===== src/rtl/cwa_pkg.sv =====
package cwa_pkg;

  localparam int SYM_W = 10;

  // Comma in both running-disparity forms, bit a at index 0
  localparam logic [SYM_W-1:0] CM_FORM_P = 10'b0101111100;
  localparam logic [SYM_W-1:0] CM_FORM_N = 10'b1010000011;

  typedef enum logic {
    ST_HUNT = 1'b0,
    ST_HOLD = 1'b1
  } lock_st_e;

  function automatic logic is_comma(input logic [SYM_W-1:0] sym);
    return (sym == CM_FORM_P) || (sym == CM_FORM_N);
  endfunction

endpackage


===== src/rtl/cwa_comma_scan.sv =====
module cwa_comma_scan #(
  parameter int NSYM   = 2,
  parameter int WORD_W = cwa_pkg::SYM_W * NSYM,
  parameter int OFF_W  = $clog2(WORD_W)
) (
  input  logic [2*WORD_W-1:0] win_i,
  input  logic                dbl_i,
  output logic                hit_o,
  output logic [OFF_W-1:0]    off_o
);
  import cwa_pkg::*;

  logic [WORD_W-1:0] qual;

  for (genvar k = 0; k < WORD_W; k++) begin : g_off
    logic [NSYM-1:0] sym_m;
    for (genvar s = 0; s < NSYM; s++) begin : g_sym
      assign sym_m[s] = is_comma(win_i[k + s*SYM_W +: SYM_W]);
    end
    assign qual[k] = dbl_i ? (&sym_m) : sym_m[0];
  end

  // lowest qualifying offset wins
  always_comb begin
    hit_o = 1'b0;
    off_o = '0;
    for (int k = WORD_W - 1; k >= 0; k--) begin
      if (qual[k]) begin
        hit_o = 1'b1;
        off_o = OFF_W'(k);
      end
    end
  end

endmodule


===== src/rtl/cwa_lock_ctrl.sv =====
module cwa_lock_ctrl #(
  parameter int OFF_W      = 5,
  parameter int RELOCK_CNT = 3,
  localparam int CNT_W     = $clog2(RELOCK_CNT + 1)
) (
  input  logic             clk_i,
  input  logic             rst_ni,
  input  logic             hit_i,
  input  logic [OFF_W-1:0] cand_i,
  output logic             locked_o,
  output logic             lock_nxt_o,
  output logic [OFF_W-1:0] off_nxt_o,
  output logic             realign_nxt_o
);
  import cwa_pkg::*;

  lock_st_e           st_q, st_d;
  logic [OFF_W-1:0]   off_q, off_d;
  logic [OFF_W-1:0]   pend_q, pend_d;
  logic [CNT_W-1:0]   cnt_q, cnt_d;
  logic [CNT_W-1:0]   run;
  logic               realign_d;

  always_comb begin
    st_d      = st_q;
    off_d     = off_q;
    pend_d    = pend_q;
    cnt_d     = cnt_q;
    realign_d = 1'b0;
    run       = CNT_W'(1);
    if (hit_i) begin
      unique case (st_q)
        ST_HUNT: begin
          st_d  = ST_HOLD;
          off_d = cand_i;
          cnt_d = '0;
        end
        ST_HOLD: begin
          if (cand_i == off_q) begin
            cnt_d = '0;
          end else begin
            if ((cnt_q != '0) && (cand_i == pend_q)) run = cnt_q + 1'b1;
            if (run >= CNT_W'(RELOCK_CNT)) begin
              off_d     = cand_i;
              cnt_d     = '0;
              realign_d = 1'b1;
            end else begin
              pend_d = cand_i;
              cnt_d  = run;
            end
          end
        end
        default: st_d = ST_HUNT;
      endcase
    end
  end

  // clock enable: state only advances on a qualifying comma
  always_ff @(posedge clk_i or negedge rst_ni) begin
    if (!rst_ni) begin
      st_q   <= ST_HUNT;
      off_q  <= '0;
      pend_q <= '0;
      cnt_q  <= '0;
    end else if (hit_i) begin
      st_q   <= st_d;
      off_q  <= off_d;
      pend_q <= pend_d;
      cnt_q  <= cnt_d;
    end
  end

  assign locked_o      = (st_q == ST_HOLD);
  assign lock_nxt_o    = (st_d == ST_HOLD);
  assign off_nxt_o     = off_d;
  assign realign_nxt_o = realign_d;

endmodule


===== src/rtl/cwa_shifter.sv =====
module cwa_shifter #(
  parameter int NSYM   = 2,
  parameter int WORD_W = cwa_pkg::SYM_W * NSYM,
  parameter int OFF_W  = $clog2(WORD_W),
  localparam int IDX_W = $clog2(2 * WORD_W)
) (
  input  logic [2*WORD_W-1:0] win_i,
  input  logic [OFF_W-1:0]    off_i,
  input  logic                en_i,
  output logic [WORD_W-1:0]   word_o,
  output logic [NSYM-1:0]     comma_o
);
  import cwa_pkg::*;

  logic [IDX_W-1:0] idx;

  assign idx    = IDX_W'(off_i);
  assign word_o = en_i ? win_i[idx +: WORD_W] : '0;

  for (genvar s = 0; s < NSYM; s++) begin : g_flag
    assign comma_o[s] = is_comma(word_o[s*SYM_W +: SYM_W]);
  end

endmodule


===== src/rtl/comma_word_aligner.sv =====
module comma_word_aligner #(
  parameter int  NSYM       = 2,
  parameter int  RELOCK_CNT = 3,
  localparam int WORD_W     = cwa_pkg::SYM_W * NSYM,
  localparam int OFF_W      = $clog2(WORD_W)
) (
  input  logic              clk_i,
  input  logic              rst_ni,
  input  logic [WORD_W-1:0] rx_word_i,
  input  logic              dbl_mode_i,
  output logic [WORD_W-1:0] word_o,
  output logic [NSYM-1:0]   comma_o,
  output logic              locked_o,
  output logic              realign_o
);

  logic [WORD_W-1:0]   cur_q, prev_q;
  logic [2*WORD_W-1:0] win;
  logic                hit;
  logic [OFF_W-1:0]    cand;
  logic                lock_nxt;
  logic [OFF_W-1:0]    off_nxt;
  logic                realign_nxt;
  logic [WORD_W-1:0]   word_d, word_q;
  logic [NSYM-1:0]     comma_d, comma_q;
  logic                realign_q;

  // input stage: newer word on top, older word below
  always_ff @(posedge clk_i or negedge rst_ni) begin
    if (!rst_ni) begin
      cur_q  <= '0;
      prev_q <= '0;
    end else begin
      cur_q  <= rx_word_i;
      prev_q <= cur_q;
    end
  end

  assign win = {cur_q, prev_q};

  cwa_comma_scan #(
    .NSYM   (NSYM),
    .WORD_W (WORD_W),
    .OFF_W  (OFF_W)
  ) u_scan (
    .win_i (win),
    .dbl_i (dbl_mode_i),
    .hit_o (hit),
    .off_o (cand)
  );

  cwa_lock_ctrl #(
    .OFF_W      (OFF_W),
    .RELOCK_CNT (RELOCK_CNT)
  ) u_lock (
    .clk_i         (clk_i),
    .rst_ni        (rst_ni),
    .hit_i         (hit),
    .cand_i        (cand),
    .locked_o      (locked_o),
    .lock_nxt_o    (lock_nxt),
    .off_nxt_o     (off_nxt),
    .realign_nxt_o (realign_nxt)
  );

  cwa_shifter #(
    .NSYM   (NSYM),
    .WORD_W (WORD_W),
    .OFF_W  (OFF_W)
  ) u_shift (
    .win_i   (win),
    .off_i   (off_nxt),
    .en_i    (lock_nxt),
    .word_o  (word_d),
    .comma_o (comma_d)
  );

  // output stage
  always_ff @(posedge clk_i or negedge rst_ni) begin
    if (!rst_ni) begin
      word_q    <= '0;
      comma_q   <= '0;
      realign_q <= 1'b0;
    end else begin
      word_q    <= word_d;
      comma_q   <= comma_d;
      realign_q <= realign_nxt;
    end
  end

  assign word_o    = word_q;
  assign comma_o   = comma_q;
  assign realign_o = realign_q;

endmodule


===== config.mk =====
export PLATFORM = sky130hd
export DESIGN_NAME = comma_word_aligner
export DESIGN_NICKNAME = d
export VERILOG_FILES = /design/src/rtl/cwa_pkg.sv /design/src/rtl/cwa_comma_scan.sv /design/src/rtl/cwa_lock_ctrl.sv /design/src/rtl/cwa_shifter.sv /design/src/rtl/comma_word_aligner.sv
export SDC_FILE = /design/constraint.sdc
export NUM_CORES = 1
export LEC_CHECK = 0
export BUFFER_PORTS_ARGS = -buffer_cell sky130_fd_sc_hd__buf_4
export CORE_MARGIN = 5
export CORE_UTILIZATION = 63
export CTS_CLUSTER_SIZE = 25
export DETAILED_ROUTE_END_ITERATION = 10
export PLACE_DENSITY_LB_ADDON = 0.2
export SYNTH_ARGS = -nofsm -noshare
export SYNTH_HDL_FRONTEND = slang
export SYNTH_SLANG_ARGS = --single-unit

===== constraint.sdc =====
create_clock -name clk_i -period 15.3 [get_ports clk_i]
set_input_delay 3.06 -clock clk_i [delete_from_list [all_inputs] [get_ports clk_i]]
set_output_delay 3.06 -clock clk_i [all_outputs]
set_load 0.01 [all_outputs]

== Word-level counts from Yosys, hierarchy flattened ==
Cells that the tools add are included.

* Add/subtract/negate cells: 1
* Reduce and logical (&&, ||, !) cells: 55
* Equal/unequal tests: 66
* Bitwise operators: 3
* Shifts and indexed selects: 1
* Muxes and demuxes: 77
* $lt $le $gt $ge: 1

{| class="wikitable"
|+ Operators with widths
! operator !! number
|-
| 10-bit equality test (second input constant) || 32
|-
| 10-bit by 9-bit equality test with 1-bit output (second input constant) || 32
|-
| 5-bit two-way mux || 23
|-
| 1-bit two-way mux || 45
|-
| 2-bit AND reduction || 20
|-
| 40-bit by 6-bit variable part select with 20-bit output || 1
|-
| 1-bit logical OR || 32
|-
| 20-bit two-way mux || 1
|-
| 2-bit two-way mux || 6
|-
| 5-bit equality test || 2
|-
| 5-bit one-hot mux with 2 select lines || 1
|-
| 2-bit one-hot mux with 2 select lines || 1
|-
| 4-bit AND reduction || 1
|-
| 1-bit inverter || 3
|-
| 2-bit by 1-bit adder with 2-bit output (second input constant) || 1
|-
| 2-bit >= comparator (second input constant) || 1
|-
| 2-bit nonzero test || 1
|-
| 1-bit logical AND || 1
|}

* Logic and storage cells: 213
* Register bits after elaboration: 76

== Depth between registers and ports, before layout ==
Gate-level depths: netlist of the first run.

* Word-level depth: 39
* Gate-level depth with buffers: 25
* Depth with buffers taken out: 19

== Cells and area by module ==
A second synthesis of the first run with hierarchy kept.

* Cell total of the unflattened synthesis: 697
* Area, all modules: 7063.0 sq um

{| class="wikitable"
|+ Modules (own cells, without submodules)
! module !! area an instance (sq um) !! cells each !! times used
|-
| cwa_shifter || 2870.3 || 311 || 1
|-
| cwa_comma_scan || 1844.3 || 262 || 1
|-
| comma_word_aligner || 1576.5 || 63 || 1
|-
| cwa_lock_ctrl || 772.0 || 61 || 1
|}

== Worst setup path before layout of the first run ==
OpenSTA, ideal clock, no wires.

* Kind: input port to flip-flop
* Start: input dbl_mode_i
* End: register comma_q[0], in the netlist comma_o[0]
* Buffers on the path: 3
* Cell stages on the path: 18
* Arrival time: 7.632 ns
* Path slack: 7.573 ns
* Library setup time: 0.095 ns
* Cell sequence: clkbuf_1 -> buf_1 -> a21oi_2 -> nor3b_1 -> nand4_1 -> o31a_1 -> a311oi_2 -> a41oi_4 -> or3_4 -> nand2_2 -> buf_6 -> mux4_2 -> a32oi_1 -> nand3_1 -> o41ai_2 -> and4bb_1 -> nand3_1 -> o31ai_1

* Longest elaborated chain between the ends: 36
* Elaborated cells on any way between the ends: 78

{| class="wikitable"
|+ Ends and longest elaborated chain
! what !! line !! RTL
|-
| from (decl) || comma_word_aligner.sv:10 || <nowiki>input logic dbl_mode_i,</nowiki>
|-
| 1-bit two-way mux || cwa_comma_scan.sv:20 || <nowiki>assign qual[k] = dbl_i ? (&sym_m) : sym_m[0];</nowiki>
|-
| 5-bit two-way mux (20 in series) || cwa_comma_scan.sv:28 || <nowiki>if (qual[k]) begin</nowiki>
|-
| 5-bit equality test || cwa_lock_ctrl.sv:42 || <nowiki>if ((cnt_q != '0) && (cand_i == pend_q)) run = cnt_q + 1'b1;</nowiki>
|-
| 1-bit logical AND || cwa_lock_ctrl.sv:42 ||
|-
| 2-bit two-way mux || cwa_lock_ctrl.sv:42 ||
|-
| 2-bit two-way mux || cwa_lock_ctrl.sv:39 || <nowiki>if (cand_i == off_q) begin</nowiki>
|-
| 2-bit two-way mux || cwa_lock_ctrl.sv:32 || <nowiki>unique case (st_q)</nowiki>
|-
| 2-bit two-way mux || cwa_lock_ctrl.sv:31 || <nowiki>if (hit_i) begin</nowiki>
|-
| [2 not listed] || n/a ||
|-
| 5-bit two-way mux || cwa_lock_ctrl.sv:39 ||
|-
| 5-bit one-hot mux with 2 select lines || cwa_lock_ctrl.sv:32 ||
|-
| 5-bit two-way mux || cwa_lock_ctrl.sv:31 ||
|-
| 40-bit by 6-bit variable part select with 20-bit output || cwa_shifter.sv:18 || <nowiki>assign word_o = en_i ? win_i[idx +: WORD_W] : '0;</nowiki>
|-
| 20-bit two-way mux (*) || cwa_shifter.sv:18 ||
|-
| 10-bit by 9-bit equality test with 1-bit output or 10-bit equality test (tied branches) || cwa_pkg.sv:15 || <nowiki>return (sym == CM_FORM_P) || (sym == CM_FORM_N);</nowiki>
|-
| 1-bit logical OR (*) || cwa_pkg.sv:15 ||
|-
| named net comma_d[0] || comma_word_aligner.sv:25 || <nowiki>logic [NSYM-1:0] comma_d, comma_q;</nowiki>
|-
| to (signal assigned) || comma_word_aligner.sv:86 || <nowiki>comma_q <= comma_d;</nowiki>
|-
| to (decl) || comma_word_aligner.sv:25 ||
|}

Mark *: on every way through the listed nets, which the timed path passes. The rest lies on a longest branch. The select of a mux whose other input is x is not followed.
A chain may end at the register's enable or synchronous reset.

== Worst setup path after layout of the first run ==
Same ends and word-level chain as after synthesis.

==> impl_metrics.py, run 1 <==
metrics = {
    "status": {
        "status": "completed",
    },
    "cells_and_area": {
        "syn2layout_area_growth_pct": 5.944,
        "final_util_pct": 68.86,
        "instances_no_fill": 1122,
        "nNetsFinal": 971,
        "final_layout_size_suffix_gt1_share_pct": 14.60,
    },
    "sta": {
        "period_minus_slack_ns": 9.316,
        "rsz0062_at_grt": "no",
        "slew_headroom_pct": 24.22,
        "setup_violations": 0,
        "skew_ns": 0.01264,
        "slew_violations": 0,
        "hold_violations": 0,
        "fin_tns_setup_ns": 0,
        "worstMarginPinSlew_ns": 1.137,
        "max_freq_ghz": 0.1073,
        "period_share_pct": 60.89,
    },
    "setup_path": {
        "reg2regPathDepth": 20,
        "critical_path_class": "in2reg",
        "cp_slowest_cell": "a2111oi_0",
        "crit_top_cell": "buf_4",
        "start_kind": "input pin",
        "reg2reg_slack_ns": 7.33,
        "cp_slowest_stage_delay_ns": 0.89,
        "path_max_fanout": 38,
        "crit_required_ns": 15.56,
        "r2r-end": "comma_o[0]",
        "path_cells": "buf_4 -> o41ai_1 -> o2bb2ai_1 -> a21bo_2 -> a211oi_2 -> nand2_1 -> o31a_1 -> a311oi_2 -> a41oi_4 -> o21ai_1 -> and2_1 -> buf_4 -> inv_1 -> o21ai_0 -> a21oi_1 -> a2111oi_0 -> a311oi_1 -> nor4_1 -> nand3_1 -> o31ai_1",
        "worst_setup_path_end_kind": "register",
        "arrival_ns": 9.58,
        "regToRegStartpoint": "prev_q[16]",
    },
    "cts": {
        "cts.repair.resized": 0,
        "clock-sinks": 76,
        "cts-root-buf": "clkbuf_16",
        "postCtsHoldBufs": 0,
        "path_clk_slew_ns": 0.06,
        "cts_setup_buffers": 0,
        "cts_buffers": 9,
        "clock_path_buffers": 2,
        "cts_tree": "done",
        "cts_max_level": 3,
        "insertion_delay_ns": 0.36,
    },
    "grt": {
        "grt_max_degree": 77,
        "grt_pass1_wl_um": 45260,
        "globalRouteOverflowTotal": 0,
        "antenna_found_initial": 0,
        "grt_pass1_vias": 7949,
        "grtUsageTotal_pct": 39.14,
    },
    "route": {
        "wl_um": 28970,
        "drtIter0Drc": 1496,
        "wire_per_inst_um": 25.82,
        "vias": 8840,
        "firstDrtPassIters": 7,
        "post-route-drc-count": 0,
        "viasPerCell": 7.879,
        "detail-route-antenna-nets": 0,
    },
    "synthesis": {
        "yosysSeqAreaShare_pct": 24.16,
        "synth_most_common_cell": "dfrtp_1",
        "synth_async_sr_flop_share_pct": 100.0,
        "synth_edf_count": 0,
        "ys.warnings.count": 0,
        "yosysUniqueCellTypes": 104,
        "syn_nets": 997,
        "synth_top_area_cell": "dfrtp_1",
        "synth_area_mm2": 0.007873,
        "netlist_instances": 973,
        "yosys_most_used_dff": "dfrtp_1",
        "synth_top_area_share_pct": 24.16,
        "synth.area.top_cells": "dfrtp_1 (24%), mux2i_1 (4.7%), nand2_1 (3.6%), nor2_1 (3.5%), a21oi_1 (3.4%)",
        "synth_common_cells": "dfrtp_1 (76), nand2_1 (75), nor2_1 (74)",
        "ys_seq_elements": 76,
        "avgSynthCellArea_um2": 8.091,
    },
    "pwr": {
        "internal_power_w": 0.0004360,
        "p_total_w": 0.0007211,
        "p_sw_w": 0.0002851,
        "p_leak_nw": 3.191,
        "power_density_mw_per_mm2": 86.46,
        "swShare_pct": 39.53,
        "peakVddDrop_uv": 79.17,
        "power.sequential.fraction_pct": 36.1,
        "power_frac_clock_pct": 29.3,
        "pwr-share-comb_pct": 34.6,
    },
    "floorplan": {
        "rows": 40,
        "pin_count": 47,
        "die_w_um": 121.8,
        "core_area_mm2": 0.01211,
        "initial_core_util_pct": 65.00,
        "design.die.area_mm2": 0.01483,
        "die_h_um": 121.8,
    },
    "worst_hold_path": {
        "holdPathStages": 1,
        "min_path_type": "reg2reg",
        "hold_start": "u_lock.cnt_q[1]",
        "holdPathEnd": "u_lock.cnt_q[1]",
    },
    "run": {
        "maxCapViolCount": 0,
    },
    "placed_design": {
        "dp.cells": 1104,
        "dp.final_hpwl_um": 20220,
        "numPortBuffers": 46,
        "routabilityCongestion": 1.018,
    },
}
-- worst max path at each step --
stage	slack, ns	to	start	cells after the start
4_1_cts	6.21	comma_o[0]	dbl_mode_i	20
3_5_place_dp	5.84	comma_o[0]	dbl_mode_i	20
5_1_grt	5.46	comma_o[0]	dbl_mode_i	20
3_3_place_gp	5.94	comma_o[0]	dbl_mode_i	20
2_1_floorplan	7.57	comma_o[0]	dbl_mode_i	18
6_report	5.98	comma_o[0]	dbl_mode_i	20
-- power by group through the flow --
stage,registers (W),logic (W),clock network (W)
floorplan,0.000247,0.000174,0
global placement,0.000261,0.000238,0
detailed placement,0.000261,0.000240,0
CTS,0.000258,0.000241,0.000214
global route,0.000263,0.000266,0.000224
finish,0.000260,0.000249,0.000212
-- critical path, delay by kind of cell --
family                 cells  cell delay, ns
AND/OR/NAND/NOR            4            0.93
AO/OA/AOI/OAI             13            4.31
buffers and inverters      3            1.24
-- placed cells by master, fill, tap and decap left out, types with 10 or more instances in the layout --
cell type  count
dfrtp_1       76
nand2_1       75
nor2_1        73
buf_4         55
a21oi_1       53
nor3_1        47
mux2i_1       37
nand3_1       36
o21ai_0       30
inv_1         20
nor4b_1       19
nand4_1       19
mux2_2        17
a211oi_1      17
a311oi_1      17
nand4b_1      16
nand2b_1      16
nor4_1        15
nor3b_1       12
nor2b_1       11
or4_1         11
and2_1        11
a31oi_1       10
and3_1        10
o211ai_1      10
-- layout make-up --
class / count / area [µm²]
antenna: 2 / 5.005
clock buffer: 9 / 225.2
multi-input combinational: 780 / 5429
fill: 1056 / 3771
clock inverter: 7 / 62.56
tap: 168 / 210.2
sequential: 76 / 1902
timing repair buffer: 55 / 412.9
inverter: 25 / 93.84
-- routing by layer --
metal  part of all wire [%]  global-route usage (%)  vias to the layer above
met5                      0                       0                        -
met4                    3.5                   13.80                        0
met3                     15                   12.58                      123
met2                     42                   55.87                      833
met1                     40                   55.59                     4125
li1                       -                       -                     3759
-- cells by family after synthesis --
| kind of cell | after synthesis | synth area share, % |
|---|---|---|
| AO/OA/AOI/OAI | 271 | 25.87 |
| XOR/XNOR | 2 | 0.2225 |
| buffers and inverters | 117 | 6.993 |
| multiplexers | 66 | 10.06 |
| AND/OR/NAND/NOR | 440 | 32.53 |
| adder cells (fa/ha/maj) | 1 | 0.1589 |
| flip-flops | 76 | 24.16 |
-- stage by stage --
stage | hold slack, ns | cell area (µm²) | setup WS [ns]
after CTS | 0.5208 | 8335 | 6.209
after global routing | 0.5267 | 8335 | 5.462
after global placement | 0.4840 | 8048 | 5.937
after detailed placement | 0.5076 | 8048 | 5.844
after floorplan | 0.3487 | 7873 | 7.573
final | 0.5133 | 8341 | 5.984
-- sequential cells by signal, indices dropped and copies added (netlist names) --
register,cells
cur_q,20
prev_q,20
word_o,20
u_lock.off_q,5
u_lock.pend_q,5
comma_o,2
u_lock.cnt_q,2
realign_o,1
u_lock.locked_o,1
Note: power is estimated with default switching activity, not from simulation.
==> inputs of run 2 (changes only) <==
Settings changed: CORE_UTILIZATION 63 to 57.
Clock period 15.3 ns to 7.8 ns, I/O delays scaled along.
==> impl_metrics.py, run 2 (synthesis gave the netlist of run 1 again) <==
metrics = {
    "cells_and_area": {
        "nNetsFinal": 982,
        "final_cell_mix": "dfrtp_1 (76), nand2_1 (75), nor2_1 (73), buf_4 (65), a21oi_1 (53)",
        "syn2layout_area_growth_pct": 7.772,
        "final_util_pct": 61.84,
        "final_area_mm2": 0.008484,
        "final_layout_size_suffix_gt1_share_pct": 15.58,
        "instances_no_fill": 1143,
        "n_antenna_cell": 0,
        "final_common_cell": "dfrtp_1",
    },
    "route": {
        "wl_um": 30030,
        "wire_per_inst_um": 26.27,
        "drtIter0Drc": 1475,
        "viasPerCell": 7.709,
        "post-route-drc-count": 0,
        "firstDrtPassIters": 6,
        "detail-route-antenna-nets": 0,
        "vias": 8811,
    },
    "grt": {
        "grtUsageTotal_pct": 36.42,
        "globalRouteOverflowTotal": 0,
        "grt_max_degree": 77,
        "grt_pass1_vias": 7770,
        "grt_pass1_wl_um": 46250,
        "antenna_found_initial": 1,
    },
    "sta": {
        "setup_violations": 0,
        "period_share_pct": 93.42,
        "worstMarginPinSlew_ns": 1.227,
        "rsz0062_at_grt": "no",
        "fin_tns_setup_ns": 0,
        "period_minus_slack_ns": 7.287,
        "whs_ns": 0.5019,
        "slew_violations": 0,
        "max_freq_ghz": 0.1372,
        "hold_violations": 0,
        "skew_ns": 0.01047,
        "slew_headroom_pct": 16.05,
    },
    "setup_path": {
        "path_cells": "nor2b_1 -> nand2_1 -> o41ai_1 -> nand2_1 -> nor3b_1 -> a311oi_4 -> xnor2_1 -> and4_4 -> a41o_1 -> a21o_2 -> nand2_2 -> buf_4 -> a21oi_1 -> o21ai_1 -> a2111oi_0 -> a311oi_1 -> nor4_1 -> nand3_1 -> o31ai_1",
        "start_kind": "register",
        "worst_setup_path_end_kind": "register",
        "r2r-end": "comma_o[0]",
        "reg2reg_slack_ns": 0.51,
        "crit_required_ns": 8.06,
        "path_max_fanout": 37,
        "regToRegStartpoint": "prev_q[16]",
        "arrival_ns": 7.54,
        "cp_slowest_stage_delay_ns": 1.09,
        "cp_slowest_cell": "a2111oi_0",
        "cp_num_buf_inv": 1,
        "reg2regPathDepth": 19,
        "critical_path_class": "reg2reg",
        "crit_family": "compound AO/OA/AOI/OAI gates",
        "crit_top_cell": "nand2_1",
    },
    "worst_hold_path": {
        "holdPathEnd": "u_lock.cnt_q[1]",
        "min_path_type": "reg2reg",
        "holdPathStages": 1,
        "hold_start": "u_lock.cnt_q[1]",
    },
    "pwr": {
        "swShare_pct": 37.14,
        "power_density_mw_per_mm2": 174.0,
        "pwr-share-comb_pct": 33.8,
        "power_frac_clock_pct": 31.4,
        "p_sw_w": 0.0005484,
        "internal_power_w": 0.0009280,
        "power.sequential.fraction_pct": 34.8,
        "peakVddDrop_uv": 159.0,
        "p_leak_nw": 3.270,
    },
    "floorplan": {
        "design.die.area_mm2": 0.01626,
        "pin_count": 47,
        "core_area_mm2": 0.01372,
        "initial_core_util_pct": 57.38,
        "rows": 43,
        "die_h_um": 127.5,
        "die_w_um": 127.5,
    },
    "cts": {
        "clock_path_buffers": 2,
        "cts_max_level": 3,
        "cts.repair.resized": 0,
        "cts-root-buf": "clkbuf_16",
        "insertion_delay_ns": 0.35,
        "postCtsHoldBufs": 0,
        "cts_buffers": 9,
        "cts_tree": "done",
        "cts_setup_buffers": 0,
        "clock-sinks": 76,
        "path_clk_slew_ns": 0.06,
    },
    "placed_design": {
        "numPortBuffers": 46,
        "dp.final_hpwl_um": 21470,
        "dp.cells": 1127,
        "place_area_mm2": 0.008158,
        "routabilityCongestion": 1.051,
    },
    "status": {
        "status": "completed",
    },
    "run": {
        "maxCapViolCount": 0,
    },
}
## run 2: worst register-to-register path, cell delays in order (launching register included)
cell       delay, ns
dfrtp_1         0.83
nor2b_1         0.51
nand2_1         0.12
o41ai_1         0.61
nand2_1         0.15
nor3b_1         0.25
a311oi_4        0.77
xnor2_1         0.21
and4_4          0.28
a41o_1          0.51
a21o_2          0.38
nand2_2         0.10
buf_4           0.29
a21oi_1         0.26
o21ai_1         0.10
a2111oi_0       1.09
a311oi_1        0.22
nor4_1          0.33
nand3_1         0.11
o31ai_1         0.07
## run 2: cell type report
| type | count | area (µm²) |
|---|---|---|
| multi-input combinational | 780 | 5429 |
| sequential | 76 | 1902 |
| tap | 180 | 225.2 |
| clock inverter | 6 | 87.58 |
| inverter | 25 | 93.84 |
| fill | 1257 | 5235 |
| clock buffer | 10 | 239.0 |
| timing repair buffer | 66 | 508.0 |
## run 2: worst max-delay path by stage
stage | startpoint | endpoint | depth (start not counted)
3_5_place_dp | dbl_mode_i | comma_o[0] | 19
2_1_floorplan | dbl_mode_i | comma_o[0] | 18
5_1_grt | prev_q[16] | comma_o[0] | 19
3_3_place_gp | dbl_mode_i | comma_o[0] | 19
4_1_cts | prev_q[16] | comma_o[0] | 19
6_report | prev_q[16] | comma_o[0] | 19
## run 2: per-layer routing
metal / part of all wire, % / wire length (µm) / vias to the layer above / GRT usage (%)
met5: 0.043 / 13 / - / 0
met3: 15 / 4437 / 117 / 9.615
li1: - / - / 3767 / -
met2: 41 / 12370 / 744 / 51.41
met4: 3.8 / 1150 / 2 / 13.82
met1: 40 / 12060 / 4181 / 53.13
## run 2: power groups by stage
stage | registers, W | clock network, W | logic [W]
after global routing | 0.000517 | 0.000488 | 0.000531
after floorplan | 0.000485 | 0 | 0.000341
after global placement | 0.000516 | 0 | 0.000480
after CTS | 0.000509 | 0.000470 | 0.000484
final | 0.000514 | 0.000464 | 0.000499
after detailed placement | 0.000516 | 0 | 0.000481
## run 2: stage by stage
step	worst slack (ns)	power, W
2_1_floorplan	1.573	0.0008265
3_3_place_gp	0.6399	0.0009952
3_5_place_dp	0.5758	0.0009974
4_1_cts	0.9040	0.001462
5_1_grt	0.3390	0.001536
6_report	0.5130	0.001476
==> inputs of run 3 (changes only) <==
Settings changed: CORE_UTILIZATION 57 to 45.
==> impl_metrics.py, run 3 (synthesis gave the netlist of run 1 again) <==
metrics = {
    "sta": {
        "setup_violations": 0,
        "period_share_pct": 92.70,
        "hold_violations": 0,
        "whs_ns": 0.5064,
        "slew_violations": 0,
        "skew_ns": 0.01229,
        "period_minus_slack_ns": 7.231,
        "fin_tns_setup_ns": 0,
        "max_freq_ghz": 0.1383,
        "worstMarginPinSlew_ns": 1.038,
        "slew_headroom_pct": 30.82,
        "rsz0062_at_grt": "no",
    },
    "cts": {
        "path_clk_slew_ns": 0.07,
        "cts_buffers": 9,
        "cts-root-buf": "clkbuf_16",
        "cts_tree": "done",
        "clock-sinks": 76,
        "postCtsHoldBufs": 0,
        "cts.repair.resized": 0,
        "cts_max_level": 3,
        "clock_path_buffers": 2,
        "cts_setup_buffers": 0,
        "insertion_delay_ns": 0.36,
    },
    "grt": {
        "grtUsageTotal_pct": 30.35,
        "grt_pass1_wl_um": 47960,
        "grt_max_degree": 77,
        "antenna_found_initial": 0,
        "grt_pass1_vias": 8037,
        "globalRouteOverflowTotal": 0,
    },
    "setup_path": {
        "reg2reg_slack_ns": 0.71,
        "arrival_ns": 7.48,
        "reg2regPathDepth": 19,
        "start_kind": "input pin",
        "worst_setup_path_end_kind": "register",
        "regToRegStartpoint": "prev_q[13]",
        "critical_path_class": "in2reg",
        "r2r-end": "comma_o[0]",
        "crit_required_ns": 8.05,
        "path_max_fanout": 20,
    },
    "cells_and_area": {
        "n_antenna_cell": 0,
        "final_layout_size_suffix_gt1_share_pct": 17.80,
        "fillers": 1620,
        "final_cell_mix": "buf_4 (89), dfrtp_1 (76), nand2_1 (75), nor2_1 (73), a21oi_1 (53)",
        "final_common_cell": "buf_4",
        "nNetsFinal": 1008,
        "syn2layout_area_growth_pct": 11.36,
        "final_area_mm2": 0.008767,
    },
    "placed_design": {
        "routabilityCongestion": 1.009,
        "dp.final_hpwl_um": 22740,
        "place_area_mm2": 0.008434,
        "numPortBuffers": 46,
    },
    "route": {
        "drtIter0Drc": 1474,
        "viasPerCell": 7.100,
        "wl_um": 31160,
        "firstDrtPassIters": 7,
        "post-route-drc-count": 0,
        "detail-route-antenna-nets": 0,
        "wire_per_inst_um": 25.67,
        "vias": 8620,
    },
    "floorplan": {
        "rows": 48,
        "initial_core_util_pct": 45.67,
        "pin_count": 47,
        "design.die.area_mm2": 0.02024,
        "die_h_um": 142.3,
        "core_area_mm2": 0.01724,
        "die_w_um": 142.3,
    },
    "run": {
        "maxCapViolCount": 0,
    },
    "status": {
        "status": "completed",
    },
    "pwr": {
        "peakVddDrop_uv": 113.5,
        "p_leak_nw": 3.400,
        "p_total_w": 0.001517,
        "power_density_mw_per_mm2": 173.0,
    },
    "worst_hold_path": {
        "min_path_type": "reg2reg",
        "holdPathStages": 1,
        "holdPathEnd": "u_lock.cnt_q[1]",
        "hold_start": "u_lock.cnt_q[1]",
    },
}
-- run 3: cell count changes in the layout (fill, tap and decap cells not counted), sizes merged --
cell	before	now
buf	66	92
clkinv	4	1
clkinvlp	0	1
inv	25	27
-- run 3: worst max path at each step --
stage | startpoint | to | slack (ns)
floorplan | dbl_mode_i | comma_o[0] | 1.57
global placement | dbl_mode_i | comma_o[0] | 0.52
detailed placement | dbl_mode_i | comma_o[0] | 0.33
CTS | dbl_mode_i | comma_o[0] | 0.68
global route | dbl_mode_i | comma_o[0] | 0.24
finish | dbl_mode_i | comma_o[0] | 0.57
-- run 3: per-layer routing --
layer / track usage (%) / vias to the layer above / share of wire [%]
li1: - / 3831 / -
met1: 44.68 / 4119 / 43
met2: 45.02 / 600 / 43
met3: 6.384 / 70 / 11
met4: 8.333 / 0 / 2.6
met5: 0 / - / 0
-- run 3: report_power, final --
group,internal (W),switching [W]
clock network,0.000292,0.000196
logic,0.000213,0.000309
registers,0.000439,0.0000671
-- run 3: through the flow --
step	setup slack, ns	std cells	utilization [%]
2_1_floorplan	1.573	973	-
3_3_place_gp	0.5183	1198	48.93
3_5_place_dp	0.3308	1198	48.93
4_1_cts	0.6835	1214	50.86
5_1_grt	0.2377	1214	50.86
6_report	0.5694	1214	50.86
-- run 3: cell type report --
class                      instances  area [µm²]  area share (%)
inverter                          25       93.84           1.070
multi-input combinational        780        5429           61.92
timing repair buffer              92       728.2           8.306
tap                              225       281.5           3.211
clock buffer                      10       239.0           2.726
sequential                        76        1902           21.69
clock inverter                     6       93.84           1.070
-- run 3: worst max-delay path, cell delays in order --
cell and delay, ns:
buf_4 0.23, o41ai_1 0.12, o2bb2ai_1 0.19, a21bo_2 0.26
a211oi_2 0.49, nand2_1 0.28, o31a_1 0.37, a311oi_2 0.43
a41o_1 0.74, mux2i_4 0.57, nor2_2 0.15, inv_2 0.37
nor3_1 0.19, a221oi_1 0.32, o221ai_1 0.18, or3_1 0.40
and4bb_1 0.26, nand3_1 0.07, o31ai_1 0.28
